**config.mk**
```make
export PLATFORM = sky130hd
export DESIGN_NAME = masked_burst_addr_gen
export DESIGN_NICKNAME = d
export VERILOG_FILES = /design/src/rtl/mbc_pkg.sv /design/src/rtl/mbc_decode.sv /design/src/rtl/mbc_incr.sv /design/src/rtl/mbc_readback.sv /design/src/rtl/masked_burst_addr_gen.sv
export SDC_FILE = /design/constraint.sdc
export NUM_CORES = 1
export LEC_CHECK = 0
export BUFFER_PORTS_ARGS = -buffer_cell sky130_fd_sc_hd__buf_2
export CORE_MARGIN = 3
export CORE_UTILIZATION = 57
export DETAILED_ROUTE_END_ITERATION = 10
export HOLD_SLACK_MARGIN = 0.1
export PLACE_DENSITY = 0.8
export SLEW_MARGIN = 10
export SYNTH_ARGS = -nofsm -noshare
export SYNTH_HDL_FRONTEND = slang
export SYNTH_SLANG_ARGS = --single-unit
```
**constraint.sdc**
```tcl
create_clock -name clk -period 3.25 [get_ports clk]
set_input_delay 0.1625 -clock clk [delete_from_list [all_inputs] [get_ports clk]]
set_output_delay 0.1625 -clock clk [all_outputs]
set_load 0.05 [all_outputs]
```
**src/rtl/mbc_pkg.sv**
```systemverilog
// Shared operation codes for the masked burst address counter.
// Assumes: one operation per clock, master reset handled outside the decode.
package mbc_pkg;
    typedef enum logic [2:0] {
        OP_HOLD  = 3'd0,
        OP_CLOAD = 3'd1,
        OP_CCLR  = 3'd2,
        OP_CINC  = 3'd3,
        OP_CRB   = 3'd4,
        OP_MLOAD = 3'd5,
        OP_MSET  = 3'd6,
        OP_MRB   = 3'd7
    } mbc_op_e;
endpackage

```
**src/rtl/mbc_decode.sv**
```systemverilog
// Control decoder: maps select, reset, strobe and enable to one operation.
// Assumes: active-low controls; reserved mask codes map to hold.
module mbc_decode
    import mbc_pkg::*;
(
    input  logic    sel_cnt,
    input  logic    crst_n,
    input  logic    strobe_n,
    input  logic    cnten_n,
    output mbc_op_e op
);
    // Purpose: pure truth-table decode of the four control lines.
    always_comb begin
        op = OP_HOLD;
        if (sel_cnt) begin
            if (!crst_n)                    op = OP_CCLR;
            else if (!strobe_n && !cnten_n) op = OP_CLOAD;
            else if (!strobe_n)             op = OP_CRB;
            else if (!cnten_n)              op = OP_CINC;
        end else begin
            if (!crst_n)                    op = OP_MSET;
            else if (!strobe_n && !cnten_n) op = OP_MLOAD;
            else if (!strobe_n)             op = OP_MRB;
        end
    end
endmodule

```
**src/rtl/mbc_incr.sv**
```systemverilog
// Next-increment logic: advances the unmasked field by one, carries
// skipping masked bits, or returns to the mirror on an all-ones field.
// Assumes: mask bit 1 means the counter bit takes part in counting.
module mbc_incr #(
    parameter int AW = 18
) (
    input  logic [AW-1:0] cnt,
    input  logic [AW-1:0] mask,
    input  logic [AW-1:0] mirror,
    output logic [AW-1:0] nxt,
    output logic          nxt_full
);
    logic [AW-1:0] filled;
    logic [AW-1:0] summed;
    logic [AW-1:0] stepped;
    logic [AW-1:0] step;
    logic          at_top;

    // Purpose: fill masked holes so the carry ripples across them.
    always_comb begin
        step    = mask[0] ? AW'(1) : AW'(2);
        filled  = cnt | ~mask;
        summed  = filled + step;
        at_top  = ((cnt & mask) == mask);
        stepped = (summed & mask) | (cnt & ~mask);
        nxt     = at_top ? mirror : stepped;
        nxt_full = ((nxt & mask) == mask);
    end
endmodule

```
**src/rtl/mbc_readback.sv**
```systemverilog
// Readback stage: registers the selected register for output one clock
// after the request and drives the bus-release signal in the request cycle.
// Assumes: synchronous active-low reset.
module mbc_readback
    import mbc_pkg::*;
#(
    parameter int AW = 18
) (
    input  logic          clk,
    input  logic          rst_n,
    input  mbc_op_e       op,
    input  logic [AW-1:0] cnt,
    input  logic [AW-1:0] mask,
    output logic [AW-1:0] rb_data,
    output logic          rb_valid,
    output logic          dq_off
);
    logic req;

    // Purpose: flag a readback request of either register.
    always_comb req = rst_n && (op == OP_CRB || op == OP_MRB);

    assign dq_off = req;

    // Purpose: pipeline the selected value to the readback output.
    always_ff @(posedge clk) begin
        if (!rst_n) begin
            rb_valid <= 1'b0;
            rb_data  <= '0;
        end else begin
            rb_valid <= req;
            rb_data  <= (op == OP_MRB) ? mask : (req ? cnt : '0);
        end
    end
endmodule

```
**src/rtl/masked_burst_addr_gen.sv**
```systemverilog
// Top: per-port masked burst address counter with mask and mirror registers.
// Assumes: mrst_n is a synchronous active-low master reset overriding all.
module masked_burst_addr_gen
    import mbc_pkg::*;
#(
    parameter int AW = 18
) (
    input  logic          clk,
    input  logic          mrst_n,
    input  logic          sel_cnt,
    input  logic          crst_n,
    input  logic          strobe_n,
    input  logic          cnten_n,
    input  logic [AW-1:0] addr_in,
    output logic [AW-1:0] addr_out,
    output logic [AW-1:0] rb_data,
    output logic          rb_valid,
    output logic          dq_off,
    output logic          wrap_n
);
    mbc_op_e       op;
    logic [AW-1:0] cnt_q;
    logic [AW-1:0] mask_q;
    logic [AW-1:0] mirror_q;
    logic [AW-1:0] inc_nxt;
    logic          inc_full;
    logic          wrap_q;

    mbc_decode u_dec (
        .sel_cnt (sel_cnt),
        .crst_n  (crst_n),
        .strobe_n(strobe_n),
        .cnten_n (cnten_n),
        .op      (op)
    );

    mbc_incr #(.AW(AW)) u_inc (
        .cnt     (cnt_q),
        .mask    (mask_q),
        .mirror  (mirror_q),
        .nxt     (inc_nxt),
        .nxt_full(inc_full)
    );

    mbc_readback #(.AW(AW)) u_rb (
        .clk     (clk),
        .rst_n   (mrst_n),
        .op      (op),
        .cnt     (cnt_q),
        .mask    (mask_q),
        .rb_data (rb_data),
        .rb_valid(rb_valid),
        .dq_off  (dq_off)
    );

    // Purpose: update counter, mirror, mask and flag per decoded operation.
    always_ff @(posedge clk) begin
        if (!mrst_n) begin
            cnt_q    <= '0;
            mirror_q <= '0;
            mask_q   <= '1;
            wrap_q   <= 1'b1;
        end else begin
            unique case (op)
                OP_CLOAD: begin
                    cnt_q    <= addr_in;
                    mirror_q <= addr_in;
                    wrap_q   <= 1'b1;
                end
                OP_CCLR: begin
                    cnt_q    <= cnt_q & ~mask_q;
                    mirror_q <= cnt_q & ~mask_q;
                    wrap_q   <= 1'b1;
                end
                OP_CINC: begin
                    cnt_q  <= inc_nxt;
                    wrap_q <= ~inc_full;
                end
                OP_MLOAD: begin
                    mask_q <= addr_in;
                    wrap_q <= 1'b1;
                end
                OP_MSET: begin
                    mask_q <= '1;
                    wrap_q <= 1'b1;
                end
                default: ;
            endcase
        end
    end

    assign addr_out = cnt_q;
    assign wrap_n   = wrap_q;
endmodule

```
==> results_dict.tcl <==
set metrics [dict create \
    outcome "completed" \
    cap_violations 0 \
    routed_via_density 6.276 \
    dieWidth_microns 92.34 \
    dominantRegCellSynth "dfxtp_1" \
    design.final.nets 614 \
    slew_viol_final 0 \
    cp-end-kind "flop" \
    rows 30 \
    ys.warnings.count 0 \
    setup_viol 0 \
    r2r-start "addr_out[2]$_SDFFE_PN0P_" \
    dp_hpwl_mm 8.719 \
    place_congestion 1.056 \
    clock_latency_ns 0.35 \
    p_leak_uw 0.002010 \
    synthSimpleGateAreaFrac_pct 25.65 \
    arrival_ns 3.22 \
    period_share_pct 92.20 \
    ys_seq_area_share_pct 34.86 \
    syn_inst 537 \
    synth_compound_area_share_pct 25.74 \
    ant_nets 0 \
    syn_area_sq_mm 0.004249 \
    wirelength_mm 12.58 \
    hold_viol 0 \
    min_delay_path_depth 3 \
    synth-xor-area-share_pct 5.359 \
    root_buffer "clkbuf_8" \
    period_needed_ns 2.996 \
    cts_buffers 9 \
    vias 4305 \
    clk_pin_slew_ns 0.08 \
    ys_top_cells_by_area "dfxtp_1 (35%), nand2_1 (5.8%), nor2_1 (4.5%)" \
    dp_slack_ns 0.3346 \
    grt_util_all_layers_pct 30.16 \
    slew_headroom_pct 21.21 \
    area_delta_synth_final_pct 15.19 \
    grt_max_degree 51 \
    cts.sinks 74 \
    r2r_slack_ns 0.25 \
    fmax_mhz 333.7 \
    utilization_pct 69.73 \
    grt_overflow 0 \
    cts_tree "done" \
    diodes 0 \
    syn_nets 566 \
    p_per_area_mw_per_mm2 475.6 \
    cp.required_ns 3.48 \
    portBuffers 62 \
    grt_pass1_vias 4095 \
    fin_skew_ns 0.008657 \
    setup_ws_ns 0.2536 \
    yosysTopAreaCellShare_pct 34.86 \
    cts-htree-levels 3 \
    worstMarginPinSlew_ns 1.182 \
    fp.dieH_microns 92.34 \
    cts_resized 0 \
    min_to "mirror_q[17]$_SDFFE_PN0P_" \
    synthMuxAreaShare_pct 1.266 \
    rsz0062_at_grt "false" \
    synth_cell_type_count 63 \
    post-route-drc-count 0 \
    synth-edff-count 0 \
    initial_utilization_pct 60.53 \
    routedWlPerCell_microns 18.34 \
    fin_tns_setup_ns 0 \
    first_pass_iters 5 \
    critical_path_class "flop to flop" \
    core-area_sq_mm 0.007019 \
    antenna_found_initial 0 \
    hold_class "input pin to flop" \
    drtIter0Drc 374 \
    synth_top_family_by_area "compound AO/OA/AOI/OAI gates" \
    dieArea_sq_mm 0.008527 \
    clockBufferDepth 2 \
    worstReg2RegEnd "wrap_n$_SDFFE_PN1P_" \
    grt_pass1_wl_mm 20.53 \
    io_pins 63 \
    drive_above_1_share_pct 17.80 \
    reg2regPathDepth 9 \
    synthAdderAreaFrac_pct 1.649 \
    synth-seq-cells 74 \
    syn_avg_cell_area_sq_um 7.913 \
    worstHoldStart "addr_in[17]" \
    yosysTopAreaCell "dfxtp_1" \
    path_max_fanout 25 \
    cp-start-kind "flop" \
    async_reset_ff_share_pct 0 \
    worst_ir_drop_vdd_v 0.0003020 \
]
[what timing repair did]
item,4_1_cts,5_1_grt
hold buffers,1,0
setup buffers,0,0
hold endpoints to repair,1,0
[kinds of logic after synthesis]
group | after synthesis
xor gates and xnor gates | 26
buffers and inverters | 59
and+or+nand+nor | 209
muxes | 5
AOI/OAI and AO/OA | 159
DFF | 74
adders and majority gates | 5
[cell usage after synthesis (3+ instances only)]
cell and count:
a211oi_1 22, a21oi_1 35, a22oi_1 22, a311oi_1 3, a31oi_1 6, and2_1 3
and3_1 6, buf_2 3, clkbuf_1 31, dfxtp_1 74, ha_1 4, inv_1 21
nand2_1 66, nand2b_1 10, nand3_1 11, nand3b_1 18, nand4_1 3, nor2_1 51
nor2b_1 4, nor3_1 15, nor3b_1 9, o2111ai_1 4, o211ai_1 10, o21ai_0 29
o21ai_1 5, xnor2_1 16, xor2_1 10
[state kept, by name, indices dropped and copies added, names as in the netlist]
signal and flops:
mask_q 18, u_rb.rb_data 18, addr_out 18, u_rb.rb_valid 1, mirror_q 18, wrap_n 1
[routing by layer]
layer	GRT usage, %	part of all wire [%]	vias up
met5	0	0	-
met4	13.61	3.5	0
li1	-	-	2029
met1	40.39	43	2004
met3	5.524	8.6	41
met2	47.25	45	231
[through the flow]
stage          hold slack, ns  power [uW]  cells  cell area (sq um)
6_report               0.1280        2328    686               4895
5_1_grt                0.1455        2405    686               4895
4_1_cts                0.1217        2321    686               4895
3_5_place_dp           0.4638        1390    669               4619
3_3_place_gp           0.4596        1380    669               4619
2_1_floorplan          0.3378        1283    537               4249
[area by class of cell]
type	count	area, sq um
Sequential cell	74	1481
Clock buffer	9	123.9
Clock inverter	7	141.4
Multi-Input combinational cell	404	2546
Inverter	23	86.33
Fill cell	578	2125
Timing Repair Buffer	73	395.4
Tap cell	96	120.1
[placed cells by master (no fill, tap or decap), types with 3 or more instances in the layout]
cell type / n
nor3_1: 14
nor2b_1: 4
o21ai_0: 29
o21ai_1: 5
buf_4: 10
and3_1: 6
and2_1: 3
nand4_1: 3
buf_2: 62
nand2b_1: 10
dfxtp_1: 74
o211ai_1: 10
o2111ai_1: 4
a31oi_1: 6
a22oi_1: 22
nor2_1: 51
xor2_1: 10
bufinv_16: 4
inv_1: 21
ha_1: 4
nand3_1: 11
xnor2_1: 16
nand2_1: 66
clkbuf_8: 9
a21oi_1: 35
nor3b_1: 9
a211oi_1: 22
a311oi_1: 3
nand3b_1: 18
[critical path, stage by stage, from the launching register on]
cell	delay [ns]
dfxtp_1	0.43
nand2b_1	0.24
o2111ai_4	0.29
nor4_4	0.54
nand2_1	0.36
buf_4	0.34
nand2_1	0.10
o2111ai_1	0.11
a2111oi_2	0.35
a21oi_1	0.11
[power by group]
group	internal [uW]	switching (uW)	total [uW]
registers	950	57.4	1010
clock network	588	361	948
logic	119	254	373
[worst max path at each step]
stage | cells past startpoint | slack (ns) | endpoint | startpoint
2_1_floorplan | 8 | 0.59 | addr_out[7]$_SDFFE_PN0P_ | addr_out[8]$_SDFFE_PN0P_
4_1_cts | 9 | 0.32 | wrap_n$_SDFFE_PN1P_ | addr_out[2]$_SDFFE_PN0P_
6_report | 9 | 0.25 | wrap_n$_SDFFE_PN1P_ | addr_out[2]$_SDFFE_PN0P_
3_3_place_gp | 9 | 0.52 | wrap_n$_SDFFE_PN1P_ | addr_out[2]$_SDFFE_PN0P_
3_5_place_dp | 9 | 0.33 | wrap_n$_SDFFE_PN1P_ | addr_out[2]$_SDFFE_PN0P_
5_1_grt | 9 | 0.01 | wrap_n$_SDFFE_PN1P_ | addr_out[2]$_SDFFE_PN0P_
Power figures use the tool's default switching activity.
